===== config.mk =====
export PLATFORM = sky130hd
export DESIGN_NAME = i2c_idxblk_regs
export DESIGN_NICKNAME = d
export VERILOG_FILES = /design/src/rtl/i2c_idxblk_regs.sv
export SDC_FILE = /design/constraint.sdc
export NUM_CORES = 1
export LEC_CHECK = 0
export BUFFER_PORTS_ARGS = -buffer_cell sky130_fd_sc_hd__buf_2
export CAP_MARGIN = 25
export CORE_ASPECT_RATIO = 1.2
export CORE_UTILIZATION = 33
export DETAILED_ROUTE_END_ITERATION = 6
export HOLD_SLACK_MARGIN = 0.1
export PLACE_DENSITY_LB_ADDON = 0.05
export SLEW_MARGIN = 20
export SYNTH_ARGS = -nofsm -noshare
export SYNTH_HDL_FRONTEND = slang
export SYNTH_SLANG_ARGS = --single-unit
export TNS_END_PERCENT = 50

===== constraint.sdc =====
create_clock -name clk -period 5.6 [get_ports clk]
set_input_delay 0.84 -clock clk [delete_from_list [all_inputs] [get_ports clk]]
set_output_delay 0.84 -clock clk [all_outputs]
set_load 0.005 [all_outputs]

===== src/rtl/i2c_idxblk_regs.sv =====
module i2c_idxblk_regs #(
  parameter logic [6:0] DEV_ADDR  = 7'b1101010,
  parameter int         SYNC_LEN  = 2,
  parameter int         FILT_LEN  = 3,
  parameter int         LAST_IDX  = 6,
  parameter logic [3:0] REV_ID    = 4'h0,
  parameter logic [3:0] VEND_ID   = 4'h1,
  parameter logic [7:0] DIV_A_RST = 8'h0F,
  parameter logic [7:0] DIV_B_RST = 8'h2E
) (
  input  logic       clk,
  input  logic       rst_n,
  input  logic       scl_i,
  input  logic       sda_i,
  output logic       sda_oe,
  output logic       out3_en,
  output logic       out4_en,
  output logic [7:0] div_a,
  output logic [7:0] div_b
);

  localparam logic [7:0] LAST   = 8'(LAST_IDX);
  localparam logic [7:0] ID_IDX = LAST;

  typedef enum logic [2:0] {S_IDLE, S_RX, S_ACKW, S_ACKH, S_TX, S_TACK, S_TNXT, S_WAIT} st_t;
  typedef enum logic [1:0] {P_ADDR, P_IDX, P_CNT, P_DATA} ph_t;

  logic [SYNC_LEN-1:0] scl_sy, sda_sy;
  logic [FILT_LEN-1:0] scl_h, sda_h;
  logic scl_f, sda_f, scl_p, sda_p;

  always_ff @(posedge clk or negedge rst_n) begin
    if (!rst_n) begin
      scl_sy <= '1; sda_sy <= '1;
      scl_h  <= '1; sda_h  <= '1;
      scl_f  <= 1'b1; sda_f <= 1'b1;
      scl_p  <= 1'b1; sda_p <= 1'b1;
    end else begin
      scl_sy <= {scl_sy[SYNC_LEN-2:0], scl_i};
      sda_sy <= {sda_sy[SYNC_LEN-2:0], sda_i};
      scl_h  <= {scl_h[FILT_LEN-2:0], scl_sy[SYNC_LEN-1]};
      sda_h  <= {sda_h[FILT_LEN-2:0], sda_sy[SYNC_LEN-1]};
      if (&scl_h) scl_f <= 1'b1; else if (~|scl_h) scl_f <= 1'b0;
      if (&sda_h) sda_f <= 1'b1; else if (~|sda_h) sda_f <= 1'b0;
      scl_p  <= scl_f;
      sda_p  <= sda_f;
    end
  end

  wire scl_rise  = ~scl_p &  scl_f;
  wire scl_fall  =  scl_p & ~scl_f;
  wire start_det =  scl_p & scl_f &  sda_p & ~sda_f;
  wire stop_det  =  scl_p & scl_f & ~sda_p &  sda_f;

  st_t        st;
  ph_t        ph;
  logic       rd_mode;
  logic [3:0] bitcnt;
  logic [6:0] shr;
  logic [7:0] tx_sh, ptr, remain, rd_cur;

  wire [7:0] rx_byte = {shr, sda_f};
  wire [7:0] cnt_out = (ptr <= LAST) ? (LAST + 8'd1 - ptr) : 8'd0;

  always_comb begin
    rd_cur = 8'h00;
    if (ptr == 8'd0)        rd_cur = {2'b00, out3_en, out4_en, 4'b0000};
    else if (ptr == 8'd1)   rd_cur = div_a;
    else if (ptr == 8'd2)   rd_cur = div_b;
    else if (ptr == ID_IDX) rd_cur = {REV_ID, VEND_ID};
  end

  always_ff @(posedge clk or negedge rst_n) begin
    if (!rst_n) begin
      st <= S_IDLE; ph <= P_ADDR; rd_mode <= 1'b0;
      bitcnt <= '0; shr <= '0; tx_sh <= '0; ptr <= '0; remain <= '0;
      sda_oe <= 1'b0;
      out3_en <= 1'b1; out4_en <= 1'b1;
      div_a <= DIV_A_RST; div_b <= DIV_B_RST;
    end else if (stop_det) begin
      st <= S_IDLE; sda_oe <= 1'b0;
    end else if (start_det) begin
      st <= S_RX; ph <= P_ADDR; bitcnt <= '0; sda_oe <= 1'b0;
    end else if (scl_rise) begin
      case (st)
        S_RX: begin
          shr <= rx_byte[6:0];
          if (bitcnt != 4'd7) bitcnt <= bitcnt + 4'd1;
          else begin
            st <= S_ACKW;
            case (ph)
              P_ADDR: begin
                rd_mode <= rx_byte[0];
                ph      <= P_IDX;
                if (rx_byte[7:1] != DEV_ADDR) st <= S_WAIT;
              end
              P_IDX: begin ptr <= rx_byte; ph <= P_CNT; end
              P_CNT: begin remain <= rx_byte; ph <= P_DATA; end
              default: if (remain != 8'd0) begin
                remain <= remain - 8'd1;
                ptr    <= ptr + 8'd1;
                if (ptr == 8'd0) begin out3_en <= rx_byte[5]; out4_en <= rx_byte[4]; end
                else if (ptr == 8'd1) div_a <= rx_byte;
                else if (ptr == 8'd2) div_b <= rx_byte;
              end
            endcase
          end
        end
        S_TACK: st <= sda_f ? S_WAIT : S_TNXT;
        default: ;
      endcase
    end else if (scl_fall) begin
      case (st)
        S_ACKW: begin sda_oe <= 1'b1; st <= S_ACKH; end
        S_ACKH: begin
          if (rd_mode && ph == P_IDX) begin
            rd_mode <= 1'b0;
            tx_sh   <= cnt_out;
            sda_oe  <= ~cnt_out[7];
            bitcnt  <= 4'd1;
            st      <= S_TX;
          end else begin
            sda_oe <= 1'b0;
            bitcnt <= '0;
            st     <= S_RX;
          end
        end
        S_TX: begin
          if (bitcnt == 4'd8) begin sda_oe <= 1'b0; st <= S_TACK; end
          else begin
            sda_oe <= ~tx_sh[6];
            tx_sh  <= {tx_sh[6:0], 1'b0};
            bitcnt <= bitcnt + 4'd1;
          end
        end
        S_TNXT: begin
          tx_sh  <= rd_cur;
          sda_oe <= ~rd_cur[7];
          ptr    <= ptr + 8'd1;
          bitcnt <= 4'd1;
          st     <= S_TX;
        end
        default: ;
      endcase
    end
  end

endmodule



==> qor.log, run 1 <==
[worst_setup_path] critical path endpoint category flip-flop
[route] first-pass detailed-route iteration total 6
[power_and_ir_drop] Worst IR Drop VDD 190.3 uV
[worst_setup_path] kind of launch point of the worst setup path flip-flop
[sta] Setup violations, final 0
[worst_setup_path] Critical-path top delay cell ha_1
[sta] actual slew at the worst max-slew pin 0.9189 ns
[global_route] GRT Util Overall 17.96%
[floorplan] x dimension of the die 104.7 um
[final_layout] proportion of layout cells with a drive suffix above 1 24.50%
[route] Avg Vias per Cell 5.434
[worst_setup_path] cell-by-cell listing of the critical path ha_1, and4bb_2, and2_2, and4_4, and4b_1, mux2_4
[clocking] clock slew seen by the registers of the worst setup and hold paths 0.06 ns
[worst_setup_path] data arrival time of the worst path 3.22 ns
[global_route] global-route wire length before repair 18370 um
[route] Wirelength per Cell 17.97 um
[yosys] area share of the leading cell type in the synthesized netlist 29.36%
[yosys] synthesized flop and latch total 73
[final_layout] Filler Cells Inserted 1243
[sta] hold violation count in the final report 0
[floorplan] Core Region 0.01222 mm^2
[place] HPWL reported at the end of detailed placement 7569 um
[sta] sum of negative setup slack 0 ns
[outcome] result of the run completed
[route] routed vias 3315
[clocking] number of buffers inserted for hold repair after clock tree synthesis 0
[floorplan] io pins 23
[yosys] Synthesized Nets 452
[clocking] clock sink count 73
[clocking] number of clock buffers inserted by TritonCTS 9
[clocking] H-tree depth reported by CTS 3
[global_route] number of antenna violations at the first check in global routing 0
[clocking] CTS Root Cell clkbuf_16
[global_route] largest net degree at the start of global routing 74
[route] initial drt markers 179
[yosys] async set-or-reset flop fraction in the synthesized netlist 100.0%
[clocking] clock tree from TritonCTS built
[global_route] number of global-route vias before repair 3313
[job] max-cap violations 0
[floorplan] initial core utilization 34.17%
[power_and_ir_drop] Net Switching 0.5664 mW
[sta] final period demand of the worst path 2.999 ns
[yosys] Post-synth EDFFs 0
[floorplan] area of the die 0.01311 mm^2
[final_layout] layout net count 464
[route] total wire length 10960 um
[power_and_ir_drop] proportion of power drawn by combinational gates 20.6%
[power_and_ir_drop] P per Cell Area 365.0 mW/mm^2
[power_and_ir_drop] total internal power 1.162 mW
[worst_setup_path] crit path max fanout 20
[yosys] cell count after synthesis 432
[clocking] clock latency on the worst-skew pair 0.34 ns
[power_and_ir_drop] switching share of power 32.78%
[final_layout] total inserted antenna cells 0
[yosys] post-synthesis area per instance 9.668 um^2
[place] routability-driven placement congestion ratio 0.7987
[sta] RSZ-0062 raised after global routing false
[power_and_ir_drop] final total power 1.728 mW
[place] number of I/O port buffers 22
[clocking] count of cells resized by post-cts repair 0
[global_route] grt ovf 0
[clocking] post-CTS setup buffers 0
[worst_setup_path] Max stage delay on crit path 0.59 ns
[sta] final worst path period share 53.55%
[floorplan] die span in y 125.2 um
[min_path] worst hold path type reg -> reg
[power_and_ir_drop] Clock power frac 36.6%
[worst_setup_path] classification of the worst setup path reg -> reg
[sta] Fmax 333.5 MHz
[yosys] number of distinct library cell variants in the gate-level netlist after synthesis 68
[power_and_ir_drop] share of power burned in registers 42.8%
[sta] Max transition margin 38.17%
[route] antenna-violating nets left 0
[yosys] Post-Syn Area 0.004177 mm^2
[yosys] most common flop cell mapped by yosys dfrtp_1
[final_layout] highest-count cells in the layout ignoring fill and taps nand2_1, dfrtp_1, a21oi_1, o21ai_0, nor2_1
[route] # DRC 0
[worst_setup_path] Worst Path Required 5.82 ns
[yosys] Yosys warnings 0
[floorplan] Rows 44
[sta] Max Slew Vio Count 0
[power_and_ir_drop] Static Leakage 2.068 nW
[yosys] largest cells by area after synthesis dfrtp_1, dfstp_2, mux2_2
[yosys] Synth area leader dfrtp_1
[final_layout] Area growth, synth to finish 13.36%
[sta] clock tree skew after final layout 0.004515 ns
[yosys] Seq/Total Area, Yosys 44.46%
[clocking] number of buffers on the longest clock path 2
==> flip-flops by register name, indices dropped and copies added (netlist names), 2 cells and up <==
name,count
tx_sh,7
ptr,8
div_b,8
st,3
scl_sy,2
remain,8
sda_h,3
ph,2
sda_sy,2
div_a,8
shr,7
bitcnt,4
scl_h,3
==> kinds of logic after synthesis <==
group	after synthesis	synth area share [%]
buffers and inverters	45	5.033
AOI/OAI and AO/OA	118	17.74
and+or+nand+nor	149	18.99
xor gates and xnor gates	2	0.4195
muxes	29	8.568
adders and majority gates	16	4.793
DFF	73	44.46
==> final timing paths <==
kind | startpoint | endpoint | slack [ns] | cells past startpoint
max | scl_f | div_b[4] | 2.60 | 6
min | scl_sy[1] | scl_h[0] | 0.35 | 0
max reg2reg | scl_f | div_b[4] | 2.60 | 6
min reg2reg | scl_sy[1] | scl_h[0] | 0.35 | 0
max in group asynchronous | rst_n | div_a[2] | 4.56 | 2
min in group asynchronous | rst_n | rd_mode | 0.42 | 1
==> final cells by class <==
class                      count  area (um^2)  area share, %
clock buffer                  11        242.7          5.127
clock inverter                 5        80.08          1.691
inverter                      20        75.07          1.586
multi-input combinational    314         2116          44.69
sequential                    73         1857          39.22
tap                          161        201.4          4.255
timing repair buffer          26        162.7          3.436
==> metrics by stage <==
stage | hold slack (ns) | cells | area [um^2] | utilization, % | setup WS, ns
after floorplan | 0.3452 | 432 | 4177 | - | 3.147
after global placement | 0.3453 | 592 | 4377 | 35.81 | 2.583
after detailed placement | 0.3468 | 592 | 4377 | 35.81 | 2.592
after CTS | 0.3553 | 608 | 4700 | 38.45 | 2.560
after global routing | 0.3573 | 610 | 4735 | 38.74 | 2.302
final | 0.3543 | 610 | 4735 | 38.74 | 2.601
==> power groups by stage <==
stage	sequential [mW]	combinational (mW)	clock [mW]
2_1_floorplan	0.668	0.306	0
3_3_place_gp	0.749	0.354	0
3_5_place_dp	0.750	0.351	0
4_1_cts	0.742	0.353	0.650
5_1_grt	0.756	0.405	0.670
6_report	0.739	0.356	0.632
==> Yosys cell counts (2+ instances only) <==
| cell | instances |
|---|---|
| a211o_1 | 2 |
| a211oi_1 | 2 |
| a21o_1 | 2 |
| a21oi_1 | 35 |
| a221oi_1 | 3 |
| a31oi_1 | 6 |
| a32oi_1 | 2 |
| and2_1 | 3 |
| and3b_1 | 3 |
| buf_2 | 3 |
| buf_4 | 2 |
| buf_6 | 4 |
| clkbuf_1 | 16 |
| dfrtp_1 | 49 |
| dfstp_2 | 24 |
| ha_1 | 16 |
| inv_1 | 20 |
| mux2_2 | 18 |
| mux2_4 | 9 |
| mux2i_1 | 2 |
| nand2_1 | 49 |
| nand2b_1 | 5 |
| nand3_1 | 13 |
| nand3b_1 | 4 |
| nand4_1 | 3 |
| nor2_1 | 27 |
| nor2b_1 | 4 |
| nor3_1 | 9 |
| nor4_1 | 4 |
| nor4bb_1 | 2 |
| o2111ai_1 | 3 |
| o211ai_1 | 4 |
| o21ai_0 | 35 |
| o221a_2 | 2 |
| o22a_1 | 2 |
| o22ai_1 | 4 |
| o31ai_1 | 5 |
| o41ai_1 | 2 |
| or2_2 | 2 |
| or4_1 | 3 |
| xor2_1 | 2 |
==> per-layer routing <==
| metal | part of all wire [%] | global-route usage (%) |
|---|---|---|
| met1 | 48 | 24.45 |
| met2 | 46 | 28.17 |
| met5 | 0 | 0 |
| met4 | 2.1 | 7.208 |
| met3 | 4.1 | 3.285 |
==> critical path, delay by kind of cell, from the launching register on <==
kind / cells / cell delay [ns]
adder cells (fa/ha/maj): 1 / 0.59
flip-flops: 1 / 0.57
multiplexers: 1 / 0.35
AND/OR/NAND/NOR: 4 / 1.36
Power figures use the tool's default switching activity.
==> run 2: changes to the inputs <==
ABC_AREA = 1   (was unset)
clock period = 2.78 ns   (was 5.6 ns; I/O delays follow)
==> run 2 against run 1 <==
  * Die area is 7.4% higher
  * Maximum frequency is 46% higher
  * Via count is 18% higher
  * Synthesized area is 7.5% higher
  * Highest routed layer unchanged
  * Worst setup slack worse by 1.9 ns
  * Largest power group is now combinational logic
==> qor.log, run 2 <==
[outcome] result of the run completed
[global_route] number of global-route vias before repair 3801 [+15%]
[worst_setup_path] register-to-register setup slack 0.72 ns [-1.88 ns]
[worst_setup_path] FF-to-FF path depth 9 [+3]
[global_route] GRT Util Overall 19.83% [+1.9 points]
[worst_setup_path] kind of launch point of the worst setup path flip-flop
[floorplan] io pins 23 [unchanged]
[global_route] number of antenna violations at the first check in global routing 0 [unchanged]
[sta] Fmax 486.6 MHz [+46%]
[global_route] global route hottest layer met2
[yosys] cell count after synthesis 599 [+39%]
[yosys] Post-synth EDFFs 0 [unchanged]
[power_and_ir_drop] Static Leakage 2.551 nW [+23%]
[sta] post-layout worst setup margin 0.7250 ns [-1.876 ns]
[route] Wirelength per Cell 15.92 um [-11%]
[worst_setup_path] Max stage delay on crit path 0.50 ns [-0.09 ns]
[clocking] clock tree from TritonCTS built
[yosys] dominant cell by count in the synthesized netlist nand2_1
[min_path] startpoint of the tightest hold check path sda_i
[min_path] worst hold path type in -> reg
[clocking] clock sink count 73 [unchanged]
[yosys] Seq/Total Area, Yosys 41.36% [-3.1 points]
[floorplan] Core Region 0.01324 mm^2 [+8.3%]
[yosys] post-synthesis area per instance 7.495 um^2 [-22%]
[final_layout] total inserted antenna cells 0 [unchanged]
[clocking] clock latency on the worst-skew pair 0.35 ns [about the same]
[sta] Max transition margin 63.98% [+26 points]
[worst_setup_path] critical path endpoint category flip-flop
[min_path] count of cells along the worst hold path 1 [+1]
[worst_setup_path] launching element of the worst setup path st[2]
[yosys] Yosys warnings 0 [unchanged]
[route] first-pass detailed-route iteration total 4 [-2]
[sta] Setup violations, final 0 [unchanged]
[global_route] grt ovf 0 [unchanged]
[final_layout] layout net count 643 [+39%]
[final_layout] final cell utilization of the core 38.53% [-0.21 points]
[sta] clock tree skew after final layout 0.009820 ns [+0.005305 ns]
[final_layout] highest-count cells in the layout ignoring fill and taps nand2_1, nand3_1, inv_1
[clocking] clock slew seen by the registers of the worst setup and hold paths 0.06 ns [about the same]
[min_path] hold path endpoint sda_sy[0]
[place] Setup Slack @ Placement 0.7206 ns [-1.872 ns]
[yosys] synthesized flop and latch total 73 [unchanged]
[yosys] most common flop cell mapped by yosys dfrtp_1
[worst_setup_path] classification of the worst setup path reg -> reg
[worst_setup_path] cell type with the highest occurrence count on the critical path nand2_1
[sta] final worst path period share 73.92% [+20 points]
[clocking] H-tree depth reported by CTS 3 [unchanged]
[global_route] global-route track usage on met1 24.87% [+0.43 points]
[yosys] area share of the leading cell type in the synthesized netlist 27.31% [-2.0 points]
[yosys] Synthesized Nets 619 [+37%]
[yosys] async set-or-reset flop fraction in the synthesized netlist 100.0% [unchanged]
[route] routed vias 3909 [+18%]
[worst_setup_path] Critical-path top delay cell dfrtp_1
[sta] sum of negative setup slack 0 ns [unchanged]
[worst_setup_path] reg-to-reg critical path endpoint tx_sh[5]
[floorplan] Rows 46 [+4.5%]
[route] Avg Vias per Cell 4.911 [-9.6%]
[yosys] number of distinct library cell variants in the gate-level netlist after synthesis 38 [-44%]
[yosys] Post-Syn Area 0.004489 mm^2 [+7.5%]
[final_layout] most frequent standard cell in the layout excluding fill and tap cells nand2_1
[final_layout] Area growth, synth to finish 13.60%
[yosys] most common library cells after synthesis nand2_1, nand3_1, inv_1, dfrtp_1, nor2_1
[clocking] number of buffers on the longest clock path 2 [unchanged]
[floorplan] die span in y 129.8 um [+3.6%]
[power_and_ir_drop] P per Cell Area 866.5 mW/mm^2 [+140%]
[worst_setup_path] Worst Path Required 3.01 ns [-2.81 ns]
[floorplan] initial core utilization 33.91% [-0.26 points]
[floorplan] area of the die 0.01408 mm^2 [+7.4%]
[worst_setup_path] cell-by-cell listing of the critical path nand2_1, nor2_1, nand2_1, nand2_1, inv_1, nand2_1, inv_1, nor2_1, a21oi_1
[floorplan] x dimension of the die 108.5 um [+3.6%]
[sta] final period demand of the worst path 2.055 ns [-0.9437 ns]
[sta] hold violation count in the final report 0 [unchanged]
[place] HPWL reported at the end of detailed placement 9515 um [+26%]
[global_route] largest net degree at the start of global routing 74 [unchanged]
[global_route] global-route wire length before repair 20670 um [+13%]
[yosys] largest cells by area after synthesis dfrtp_1, nand2_1, dfstp_2
[yosys] Synth area leader dfrtp_1
[place] number of I/O port buffers 22 [unchanged]
[route] initial drt markers 273 [+53%]
[job] max-cap violations 0 [unchanged]
[sta] RSZ-0062 raised after global routing false
[global_route] met3 global-route usage 3.497% [+0.21 points]
[route] # DRC 0 [unchanged]
[worst_setup_path] data arrival time of the worst path 2.29 ns [-0.93 ns]
[worst_setup_path] crit path max fanout 12 [-40%]
[sta] Max Slew Vio Count 0 [unchanged]
[clocking] number of clock buffers inserted by TritonCTS 9 [unchanged]
[final_layout] proportion of layout cells with a drive suffix above 1 19.27% [-5.2 points]
[clocking] CTS Root Cell clkbuf_16
[power_and_ir_drop] Worst IR Drop VDD 330.5 uV [+74%]
[route] antenna-violating nets left 0 [unchanged]
[place] routability-driven placement congestion ratio 0.8854 [+11%]
[route] total wire length 12670 um [+16%]
[sta] actual slew at the worst max-slew pin 0.5398 ns [-0.3792 ns]
[worst_setup_path] Worst R2R Start st[2]
[global_route] global-route track usage on met2 33.99% [+5.8 points]
run 2: cell type report:
| type | count | area (um^2) |
|---|---|---|
| fillers | 1434 | 8138 |
| multi-input cells | 448 | 2296 |
| flip-flops and latches | 73 | 1857 |
| inverters | 64 | 242.7 |
| clock buffers | 10 | 239.0 |
| well taps | 168 | 210.2 |
| repair buffers | 27 | 165.2 |
| clock inverters | 6 | 90.09 |
run 2: stage by stage:
| stage | instance area [um^2] | hold slack (ns) | total power [mW] | cells |
|---|---|---|---|---|
| finish | 5100 | 0.1649 | 4.419 | 796 |
| global route | 5100 | 0.1529 | 4.772 | 796 |
| CTS | 5070 | 0.1489 | 4.475 | 794 |
| detailed placement | 4741 | 0.3484 | 3.144 | 778 |
| global placement | 4741 | 0.3493 | 3.148 | 778 |
| floorplan | 4489 | 0.1214 | 2.684 | 599 |
run 2: worst max-delay path by stage:
stage | to | slack [ns]
after floorplan | tx_sh[4] | 1.06
after global placement | ptr[7] | 0.72
after detailed placement | tx_sh[3] | 0.72
after CTS | div_a[6] | 0.71
after global routing | tx_sh[3] | 0.49
final | tx_sh[5] | 0.72
run 2: routing by layer:
metal / routed length [um] / share of wire (%) / vias up
li1: - / - / 1973
met1: 5737 / 45 / 1867
met2: 6368 / 50 / 52
met3: 333 / 2.6 / 17
met4: 233 / 1.8 / 0
met5: 0 / 0 / -
run 2: where the power goes:
group          internal (mW)  switching, mW
combinational          0.492           1.12
sequential              1.27          0.239
clock                  0.813          0.483
total                   2.57           1.84
run 2: critical path, delay by kind of cell, from the launching register on:
kind | cells | cell delay [ns]
AO/OA/AOI/OAI | 1 | 0.05
flip-flops | 1 | 0.50
buffers and inverters | 2 | 0.19
AND/OR/NAND/NOR | 6 | 1.21
run 2: timing repair:
action	in CTS	in global routing
resized for setup	0	0
hold buffers	0	1
hold endpoints to repair	0	23
setup buffers	0	0
run 2: cell families after synthesis:
| group | synth area share, % |
|---|---|
| adder cells (fa/ha/maj) | 4.459 |
| AO/OA/AOI/OAI | 9.922 |
| AND/OR/NAND/NOR | 35.37 |
| XOR/XNOR | 1.171 |
| multiplexers | 0.2230 |
| buffers and inverters | 7.497 |
| flip-flops | 41.36 |
